===== src/rtl/gpio_pkg.sv =====
package gpio_pkg;

  typedef enum logic [3:0] {
    RK_LEVEL = 4'd0,
    RK_DIR   = 4'd1,
    RK_SET   = 4'd2,
    RK_CLR   = 4'd3,
    RK_RISE  = 4'd4,
    RK_FALL  = 4'd5,
    RK_STAT  = 4'd6,
    RK_MASK  = 4'd7,
    RK_NONE  = 4'd8
  } reg_kind_e;

  localparam int BANKS_PER_GROUP = 3;
  localparam int NUM_STRIDED     = 7;   // kinds laid out at 3-word strides
  localparam int MASK_WORD       = 39;  // byte offset 0x9C / 4

endpackage


===== src/rtl/gpio_sync2.sv =====
module gpio_sync2 #(
  parameter int W = 32
) (
  input  logic         clk,
  input  logic         rst,
  input  logic [W-1:0] d,
  output logic [W-1:0] q
);
  logic [W-1:0] meta_q;

  always_ff @(posedge clk) begin
    if (rst) begin
      meta_q <= '0;
      q      <= '0;
    end else begin
      meta_q <= d;
      q      <= meta_q;
    end
  end
endmodule


===== src/rtl/gpio_addr_dec.sv =====
module gpio_addr_dec
  import gpio_pkg::*;
#(
  parameter int ADDR_W    = 12,
  parameter int NUM_BANKS = 4,
  parameter int BIDX_W    = 3
) (
  input  logic [ADDR_W-1:0] addr,
  output reg_kind_e         kind,
  output logic [BIDX_W-1:0] bank,
  output logic              hit
);
  always_comb begin
    int word;
    int grp;
    int sub;
    int bidx;
    kind = RK_NONE;
    sub  = 0;
    word = int'(addr[7:2]);
    grp  = int'(addr[ADDR_W-1:8]);
    for (int k = 0; k < NUM_STRIDED; k++) begin
      if (word >= BANKS_PER_GROUP*k && word < BANKS_PER_GROUP*(k+1)) begin
        kind = reg_kind_e'(4'(k));
        sub  = word - BANKS_PER_GROUP*k;
      end
    end
    if (word >= MASK_WORD && word < MASK_WORD + BANKS_PER_GROUP) begin
      kind = RK_MASK;
      sub  = word - MASK_WORD;
    end
    if (addr[1:0] != 2'b00) kind = RK_NONE;
    bidx = grp*BANKS_PER_GROUP + sub;
    hit  = (kind != RK_NONE) && (bidx < NUM_BANKS);
    bank = BIDX_W'(bidx);
  end
endmodule


===== src/rtl/gpio_bank.sv =====
module gpio_bank
  import gpio_pkg::*;
#(
  parameter int W = 32
) (
  input  logic         clk,
  input  logic         rst,
  input  logic [W-1:0] pin_async,
  input  logic         wr_en,
  input  reg_kind_e    wr_kind,
  input  logic [W-1:0] wdata,
  output logic [W-1:0] level,
  output logic [W-1:0] dir_q,
  output logic [W-1:0] out_q,
  output logic [W-1:0] rise_q,
  output logic [W-1:0] fall_q,
  output logic [W-1:0] stat_q,
  output logic [W-1:0] mask_q
);
  logic [W-1:0] prev_q;
  logic [W-1:0] edge_hit;
  logic [W-1:0] clr_bits;

  gpio_sync2 #(.W(W)) i_sync (
    .clk (clk),
    .rst (rst),
    .d   (pin_async),
    .q   (level)
  );

  assign edge_hit = (level & ~prev_q & rise_q) | (~level & prev_q & fall_q);
  assign clr_bits = (wr_en && wr_kind == RK_STAT) ? wdata : '0;

  always_ff @(posedge clk) begin
    if (rst) begin
      prev_q <= '0;
      dir_q  <= '0;
      out_q  <= '0;
      rise_q <= '0;
      fall_q <= '0;
      stat_q <= '0;
      mask_q <= '0;
    end else begin
      prev_q <= level;
      // a fresh edge outranks a clear landing in the same cycle
      stat_q <= (stat_q & ~clr_bits) | edge_hit;
      if (wr_en) begin
        case (wr_kind)
          RK_DIR:  dir_q  <= wdata;
          RK_SET:  out_q  <= out_q | wdata;
          RK_CLR:  out_q  <= out_q & ~wdata;
          RK_RISE: rise_q <= wdata;
          RK_FALL: fall_q <= wdata;
          RK_MASK: mask_q <= wdata;
          default: ;
        endcase
      end
    end
  end

  AST_STAT_STICKY: assert property (@(posedge clk) disable iff (rst)
    !(wr_en && wr_kind == RK_STAT) |=> ((stat_q & $past(stat_q)) == $past(stat_q)));

  AST_EDGE_NEEDS_ENABLE: assert property (@(posedge clk) disable iff (rst)
    ((stat_q & ~$past(stat_q)) & ~($past(rise_q) | $past(fall_q))) == '0);

  AST_SET_DRIVES_HIGH: assert property (@(posedge clk) disable iff (rst)
    (wr_en && wr_kind == RK_SET) |=> ((out_q & $past(wdata)) == $past(wdata)));

  AST_CLR_DRIVES_LOW: assert property (@(posedge clk) disable iff (rst)
    (wr_en && wr_kind == RK_CLR) |=> ((out_q & $past(wdata)) == '0));

  AST_DIR_HOLDS: assert property (@(posedge clk) disable iff (rst)
    !(wr_en && wr_kind == RK_DIR) |=> $stable(dir_q));

endmodule


===== src/rtl/gpio_banked.sv =====
module gpio_banked
  import gpio_pkg::*;
#(
  parameter int NUM_BANKS = 4,
  parameter int ADDR_W    = 12,
  parameter int DATA_W    = 32
) (
  input  logic                          clk,
  input  logic                          rst,
  input  logic                          bus_wr,
  input  logic                          bus_rd,
  input  logic [ADDR_W-1:0]             bus_addr,
  input  logic [DATA_W-1:0]             bus_wdata,
  output logic [DATA_W-1:0]             bus_rdata,
  input  logic [NUM_BANKS*DATA_W-1:0]   pin_in,
  output logic [NUM_BANKS*DATA_W-1:0]   pin_out,
  output logic [NUM_BANKS*DATA_W-1:0]   pin_oe,
  output logic                          irq_any,
  output logic                          irq_pin0,
  output logic                          irq_pin1
);
  localparam int BIDX_W = $clog2(NUM_BANKS + 1);

  reg_kind_e         dec_kind;
  logic [BIDX_W-1:0] dec_bank;
  logic              dec_hit;

  logic [DATA_W-1:0] lvl_a  [NUM_BANKS];
  logic [DATA_W-1:0] dir_a  [NUM_BANKS];
  logic [DATA_W-1:0] out_a  [NUM_BANKS];
  logic [DATA_W-1:0] rise_a [NUM_BANKS];
  logic [DATA_W-1:0] fall_a [NUM_BANKS];
  logic [DATA_W-1:0] stat_a [NUM_BANKS];
  logic [DATA_W-1:0] mask_a [NUM_BANKS];
  logic [NUM_BANKS-1:0] bank_pend;
  logic [DATA_W-1:0] rd_word;

  gpio_addr_dec #(
    .ADDR_W    (ADDR_W),
    .NUM_BANKS (NUM_BANKS),
    .BIDX_W    (BIDX_W)
  ) i_dec (
    .addr (bus_addr),
    .kind (dec_kind),
    .bank (dec_bank),
    .hit  (dec_hit)
  );

  for (genvar b = 0; b < NUM_BANKS; b++) begin : g_bank
    logic bank_wr;
    assign bank_wr = bus_wr && dec_hit && (dec_bank == BIDX_W'(b));

    gpio_bank #(.W(DATA_W)) i_bank (
      .clk       (clk),
      .rst       (rst),
      .pin_async (pin_in[b*DATA_W +: DATA_W]),
      .wr_en     (bank_wr),
      .wr_kind   (dec_kind),
      .wdata     (bus_wdata),
      .level     (lvl_a[b]),
      .dir_q     (dir_a[b]),
      .out_q     (out_a[b]),
      .rise_q    (rise_a[b]),
      .fall_q    (fall_a[b]),
      .stat_q    (stat_a[b]),
      .mask_q    (mask_a[b])
    );

    assign pin_out[b*DATA_W +: DATA_W] = out_a[b];
    assign pin_oe [b*DATA_W +: DATA_W] = dir_a[b];
    assign bank_pend[b] = |(stat_a[b] & mask_a[b]);
  end

  always_comb begin
    rd_word = '0;
    for (int b = 0; b < NUM_BANKS; b++) begin
      if (dec_hit && dec_bank == BIDX_W'(b)) begin
        case (dec_kind)
          RK_LEVEL: rd_word = lvl_a[b];
          RK_DIR:   rd_word = dir_a[b];
          RK_RISE:  rd_word = rise_a[b];
          RK_FALL:  rd_word = fall_a[b];
          RK_STAT:  rd_word = stat_a[b];
          RK_MASK:  rd_word = mask_a[b];
          default:  rd_word = '0;
        endcase
      end
    end
  end

  always_ff @(posedge clk) begin
    if (rst) begin
      bus_rdata <= '0;
      irq_any   <= 1'b0;
      irq_pin0  <= 1'b0;
      irq_pin1  <= 1'b0;
    end else begin
      if (bus_rd) bus_rdata <= rd_word;
      irq_any  <= |bank_pend;
      irq_pin0 <= stat_a[0][0] & mask_a[0][0];
      irq_pin1 <= stat_a[0][1] & mask_a[0][1];
    end
  end

  AST_UNMAPPED_READS_ZERO: assert property (@(posedge clk) disable iff (rst)
    (bus_rd && !dec_hit) |=> (bus_rdata == '0));

  AST_PIN0_IMPLIES_ANY: assert property (@(posedge clk) disable iff (rst)
    irq_pin0 |-> irq_any);

  AST_PIN1_IMPLIES_ANY: assert property (@(posedge clk) disable iff (rst)
    irq_pin1 |-> irq_any);

  AST_NO_IRQ_WHEN_MASKED: assert property (@(posedge clk) disable iff (rst)
    (bank_pend == '0) |=> !irq_any);

endmodule


===== config.mk =====
export PLATFORM = sky130hd
export DESIGN_NAME = gpio_banked
export DESIGN_NICKNAME = d
export VERILOG_FILES = /design/src/rtl/gpio_pkg.sv /design/src/rtl/gpio_sync2.sv /design/src/rtl/gpio_addr_dec.sv /design/src/rtl/gpio_bank.sv /design/src/rtl/gpio_banked.sv
export SDC_FILE = /design/constraint.sdc
export NUM_CORES = 2
export LEC_CHECK = 0
export ABC_AREA = 1
export ABC_CLOCK_PERIOD_IN_PS = 5470
export BUFFER_PORTS_ARGS = -buffer_cell sky130_fd_sc_hd__buf_2
export CAP_MARGIN = 20
export CORE_UTILIZATION = 31
export CTS_CLUSTER_DIAMETER = 40
export CTS_CLUSTER_SIZE = 8
export DETAILED_ROUTE_END_ITERATION = 8
export SETUP_SLACK_MARGIN = 0.2
export SLEW_MARGIN = 20
export SYNTH_ARGS = -nofsm -noshare
export SYNTH_HDL_FRONTEND = slang
export SYNTH_SLANG_ARGS = --single-unit

===== constraint.sdc =====
create_clock -name clk -period 5.47 [get_ports clk]
set_input_delay 0.547 -clock clk [delete_from_list [all_inputs] [get_ports clk]]
set_output_delay 0.547 -clock clk [all_outputs]
set_load 0.01 [all_outputs]

Yosys cells after proc, flatten, opt, wreduce, memory -nomap -nowiden
Index checks and enable logic that the tools add are counted.
Storage, ports and cells
  input bits: 176
  output and inout port bits: 291
  flip-flop bits (word level): 1187
  word-level logic and storage cells: 210
Cells by class
  bitwise logic cells: 55
  magnitude comparators: 16
  muxes and demuxes: 33
  multiply operators: 1
  add/subtract/negate cells: 8
  reduce and logical (&&, ||, !) cells: 46
  equality and inequality tests: 11
Operators with widths (number)
  32-bit bitwise AND: 28
  32-bit one-hot mux with 6 select lines: 4
  32-bit 2-to-1 mux: 15
  32-bit NOT: 13
  32-bit OR: 12
  32-bit one-hot mux with 2 select lines: 4
  128-bit OR reduction: 1
  2-bit AND reduction: 20
  4-bit 2-to-1 mux: 9
  32-bit adder: 1
  32-bit by 4-bit < comparator with 1-bit output, second input constant: 1
  1-bit logical AND: 21
  6-bit by 4-bit subtractor with 7-bit output, second input constant: 3
  6-bit by 4-bit greater-or-equal comparator with 1-bit output, second input constant: 3
  6-bit by 4-bit < comparator with 1-bit output, second input constant: 3
  4-bit by 3-bit == test with 1-bit output, second input constant: 4
  6-bit by 5-bit < comparator with 1-bit output, second input constant: 2
  4-bit by 2-bit == test with 1-bit output, second input constant: 2
  6-bit by 2-bit subtractor with 7-bit output, second input constant: 1
  6-bit by 3-bit subtractor with 7-bit output, second input constant: 1
  6-bit by 5-bit subtractor with 7-bit output, second input constant: 1
  6-bit by 6-bit subtractor with 7-bit output, second input constant: 1
  3-bit by 2-bit == test with 1-bit output, second input constant: 2
  6-bit by 2-bit greater-or-equal comparator with 1-bit output, second input constant: 1
  other kinds (15): 17

Depth between registers and ports, before layout
  depth after elaboration: 19
  mapped depth: 40
  mapped depth without buffers: 38

By module
Synthesis repeated with hierarchy kept, for this count alone.
Second synthesis, totals
  cells, all modules: 8124
  area total of the unflattened synthesis: 53347.4 sq um
Modules (own cells, without submodules)
  gpio_bank: cells an instance 1233, instances 4, sequential area each 4484.3 sq um, area an instance 8625.8 sq um
  gpio_banked: cells an instance 2147, instances 1, sequential area each 700.7 sq um, area an instance 9997.1 sq um
  gpio_sync2: cells an instance 199, instances 4, sequential area each 1281.2 sq um, area an instance 1840.5 sq um
  gpio_addr_dec: cells an instance 249, instances 1, sequential area each 0.0 sq um, area an instance 1485.2 sq um

Least setup slack after synthesis
OpenSTA, ideal clock, no wires.
  kind: input -> register
  start: input port bus_addr[4]
  end: register g_bank[0].i_bank.dir_q[22]
  arrival: 5.381 ns
  setup slack: -0.030 ns
  setup time: 0.119 ns
  stages: 37
  path buffers: 4
  data required time: 5.351 ns
  path through: inv_1 ha_1 nand2_1 nand2_1 nand2_1 nand2_1 nand2_1 buf_2 nand3_1 nand3_1 nand2_2 clkbuf_1 inv_1 o21ai_0 ha_1 inv_1 fa_1 o21ai_1 a21oi_1 o21ai_0 nand2_1 ha_1 nand2_1 nor3_1 nand4_1 nor2_1 nand3_1 a21oi_1 nand2_1 nand2_4 nand3_2 nor2_4 nand2_2 buf_6 clkbuf_2 o21ai_0 a21oi_1
Between the ends
  longest elaborated chain between the ends: 15
  elaborated cells on any way between the ends: 55
  those cells by class: add/sub (8); order compare (16); eq/ne (2); mux (17); reduce/logical (12)
Ends and longest elaborated chain
  from (decl): RTL line gpio_banked.sv:12  | input logic [ADDR_W-1:0] bus_addr,
  6-bit by 2-bit < comparator with 1-bit output, or another cell as far along: RTL line gpio_addr_dec.sv:23  | if (word >= BANKS_PER_GROUP*k && word < BANKS_PER_GROUP*(k+1)) begin
  6-bit 2-to-1 mux, or another cell as far along: RTL line gpio_addr_dec.sv:23
  32-bit 2-to-1 mux / 4-bit 2-to-1 mux (equally long branches) (6 in a row): RTL line gpio_addr_dec.sv:23
  32-bit 2-to-1 mux / 4-bit 2-to-1 mux (equally long branches): RTL line gpio_addr_dec.sv:28  | if (word >= MASK_WORD && word < MASK_WORD + BANKS_PER_GROUP) begin
  32-bit adder / 4-bit 2-to-1 mux (equally long branches): RTL line gpio_addr_dec.sv:33, gpio_addr_dec.sv:32
  32-bit by 4-bit < comparator with 1-bit output / 4-bit != test (equally long branches): RTL line gpio_addr_dec.sv:34  | hit = (kind != RK_NONE) && (bidx < NUM_BANKS);
  1-bit logical AND: RTL line gpio_addr_dec.sv:34
  1-bit logical AND (2 in a row): RTL line gpio_banked.sv:51  | assign bank_wr = bus_wr && dec_hit && (dec_bank == BIDX_W'(b));
  2-bit AND reduction (no line) (*)
  to (signal assigned): RTL line gpio_bank.sv:49  | RK_DIR: dir_q <= wdata;
  to (decl): RTL line gpio_bank.sv:13  | output logic [W-1:0] dir_q,
Mark *: on every way between the ends. The rest lies on a longest branch, timed or not.
A chain may end at the register's enable or synchronous reset.

Worst setup path after layout
  start: input port bus_addr[4]
  end: register g_bank[3].i_bank.rise_q[1]
Between the ends
  longest elaborated chain between the ends: 15
  elaborated cells on any way between the ends: 55
  those cells by class: add/sub (8); order compare (16); eq/ne (3); mux (17); reduce/logical (11)
Ends and longest elaborated chain
  6-bit by 2-bit < comparator with 1-bit output, or another cell as far along: RTL line gpio_addr_dec.sv:23
  6-bit 2-to-1 mux, or another cell as far along: RTL line gpio_addr_dec.sv:23
  32-bit 2-to-1 mux / 4-bit 2-to-1 mux (equally long branches) (6 in a row): RTL line gpio_addr_dec.sv:23
  32-bit 2-to-1 mux / 4-bit 2-to-1 mux (equally long branches): RTL line gpio_addr_dec.sv:28
  32-bit adder / 4-bit 2-to-1 mux (equally long branches): RTL line gpio_addr_dec.sv:33, gpio_addr_dec.sv:32
  32-bit by 4-bit < comparator with 1-bit output / 4-bit != test (equally long branches): RTL line gpio_addr_dec.sv:34
  1-bit logical AND: RTL line gpio_addr_dec.sv:34
  1-bit logical AND (2 in a row): RTL line gpio_banked.sv:51
  2-bit AND reduction (no line) (*)
  to (signal assigned): RTL line gpio_bank.sv:52  | RK_RISE: rise_q <= wdata;
  to (decl): RTL line gpio_bank.sv:15  | output logic [W-1:0] rise_q,
Marks and branches as above.

==> metrics.txt <==
Synth Area in Compound Gates 18.5%; library cells used by synthesis 51; Num CTS Buffers 195; Die Y 399 um; Util after Layout 39.7%; Post-synth EDFFs 0; HP Class primary input to flop; period utilization 89.8%; placed insts 9058; TritonRoute pass-1 iters 8; Peak VDD IR 0.322 mV; vias in the first global route 44700; Final min period 4910 ps; sequential share of the synthesized area 48.8%; post-DP HPWL 138000 um; non-filler cells, final 9496; number of port buffers 466; Vias 48400; FFs w/ async S/R, synth 0%; Routed WL 200000 um; WP buf/inv 8; NumNets Final 7541; # setup viols final 0; syn avg cell area 7.24 um2; number of vias per cell 5.09; startpoint types primary input; top cells by area, synth dfxtp_1 49%, nor2_1 9.0%, a21oi_1 7.1%, nand2_1 7.1%, o21ai_0 6.4%; Worst EP arrival 5600 ps; Final Skew 37.3 ps; standby leakage power 24.8 nW; post-synthesis xor/xnor area fraction 0.108%; max-slew violations 0; mapped cell area 48700 um2; WHS 75.4 ps; Crit. End Element flop; chip width 399 um; total gr overflow 0; antenna viol nets, final 0; Slew HR 32.7%; Hold Vio Cnt, Final 0; pre-CTS setup slack -292 ps; CP Class primary input to flop; count of state elements after synthesis 1187; slowest stage cell, crit path fa_1; P per Cell Area 351 nW/um2; # fillers 16000; Rows 145; num ports 467; CTS Root Cell clkbuf_16; Max Clk Rate 204 MHz; synth cell count leaders 1187 x dfxtp_1, 1168 x nor2_1, 919 x nand2_1; Worst-Margin Slew 1010 ps; DR iter-0 viols 5034; layout cell share with drive strength beyond 1 14.5%; prevailing post-synth register cell dfxtp_1; DRC 0; RSZ-0062 raised after global routing yes; Max Cap Viol 0; CP Data Required Time 6160 ps; CTS clock-pin slew for the worst setup and hold paths 50 ps; global-route wire length before repair 289000 um; gpl congestion 0.914; Die ar. 159000 um2; Total GRT Usage 24.3%; worst-skew pair later-pin latency 810 ps; initial antenna violation count 8; maximum fanout along the worst path 8; total core area 156000 um2; CP top delay family simple AND/OR/NAND/NOR gates; yosys warns 0; area share of the largest cell type after synthesis 48.8%; leading area contributor after synthesis dfxtp_1; clock sink count 1187; main combinational cell family by area after synthesis simple AND/OR/NAND/NOR gates; H-tree depth 4; most frequent cell after synthesis dfxtp_1; Adder-Cell Fraction of Synth Area 0.904%; CTS tree yes; multiplexer area fraction after synthesis 0%; Pwr Total 21.7 mW; Mapped Nets 6946; CP peak stage delay 440 ps; simple-gate area share of the yosys netlist 21.7%; Final WS setup 556 ps; Area Growth Syn to Fin 27.1%; clock buffer depth 3; Cells after Synth 6736; Starting Density 31.2%; pin count of the biggest net entering global routing 207; run status completed; routed len/inst 21.1 um
-- placed cells by master, fill, tap and decap left out, drive strengths merged, types with 40 or more instances in the layout --
cell | netlist | routed
nand2 | 940 | 940
inv | 808 | 808
dlygate4sd3 | 0 | 126
dfxtp | 1187 | 1187
nor2 | 1177 | 1177
nand3 | 190 | 190
nand4 | 44 | 44
a31oi | 131 | 131
a22oi | 40 | 40
nor3 | 171 | 171
o21ai | 690 | 690
o22ai | 62 | 62
buf | 122 | 708
clkbuf | 317 | 255
a21oi | 695 | 695
-- worst register-to-register path, stage by stage (launching register included) --
cell and delay [ps]:
dfxtp_1 320, nand2_1 220, nand2_1 90, a221oi_1 260, nand4_1 270, nor3_1 560
nand4_1 150, nor2_1 270, a41oi_1 430
-- final timing paths --
kind,start,to,slack [ps],cells past startpoint
worst max-delay path,bus_addr[4],g_bank[3].i_bank.rise_q[1]$_SDFFE_PP0P_,560,34
worst min-delay path,pin_in[111],g_bank[3].i_bank.i_sync.meta_q[15]$_SDFF_PP0_,80,3
worst max register to register,g_bank[0].i_bank.stat_q[0]$_SDFF_PP0_,irq_any$_SDFF_PP0_,2600,8
worst min register to register,g_bank[1].i_bank.i_sync.meta_q[16]$_SDFF_PP0_,g_bank[1].i_bank.i_sync.q[16]$_SDFF_PP0_,400,2
-- power breakdown --
part	switching (mW)	internal, mW	leakage, nW
Clock	4.28	7.25	2.96
Sequential	0.0785	8.80	9.63
Combinational	0.915	0.402	12.2
Total	5.27	16.5	24.8
-- routing by layer --
layer	vias to the layer above	share of wire (%)	track usage, %
met4	8	4.0	9.87
met5	-	0.027	0
met3	382	9.6	5.73
met1	22800	41	30.9
met2	2195	46	39.4
li1	23000	-	-
-- stage by stage --
step	cell area [um2]	TNS [ps]
after floorplan	48800	0
after global placement	54400	-99620
after detailed placement	54400	-164880
after CTS	61800	0
after global routing	61900	0
final	61900	0
-- layout make-up --
type | count | area, um2 | share of cell area [%]
Sequential cell | 1187 | 23800 | 38.4
Clock inverter | 50 | 653 | 1.05
Clock buffer | 252 | 5430 | 8.76
Inverter | 810 | 3060 | 4.93
Multi-Input combinational cell | 4300 | 20200 | 32.7
Antenna cell | 2 | 5.00 | 0.00808
Tap cell | 2058 | 2570 | 4.16
Timing Repair Buffer | 837 | 6230 | 10.1
-- what timing repair did --
| item | in CTS | in global routing |
|---|---|---|
| endpoints found under the setup margin | 0 | 796 |
| setup buffers | 0 | 5 |
| resized for setup | 0 | 23 |
| hold buffers | 126 | 0 |
| endpoints found under the hold margin | 126 | 0 |
-- kinds of logic after synthesis --
logic type | after synthesis
DFF | 1187
xor gates and xnor gates | 6
adders and majority gates | 34
buffers and inverters | 1249
AOI/OAI and AO/OA | 1691
and+or+nand+nor | 2569
Power figures use the tool's default switching activity.
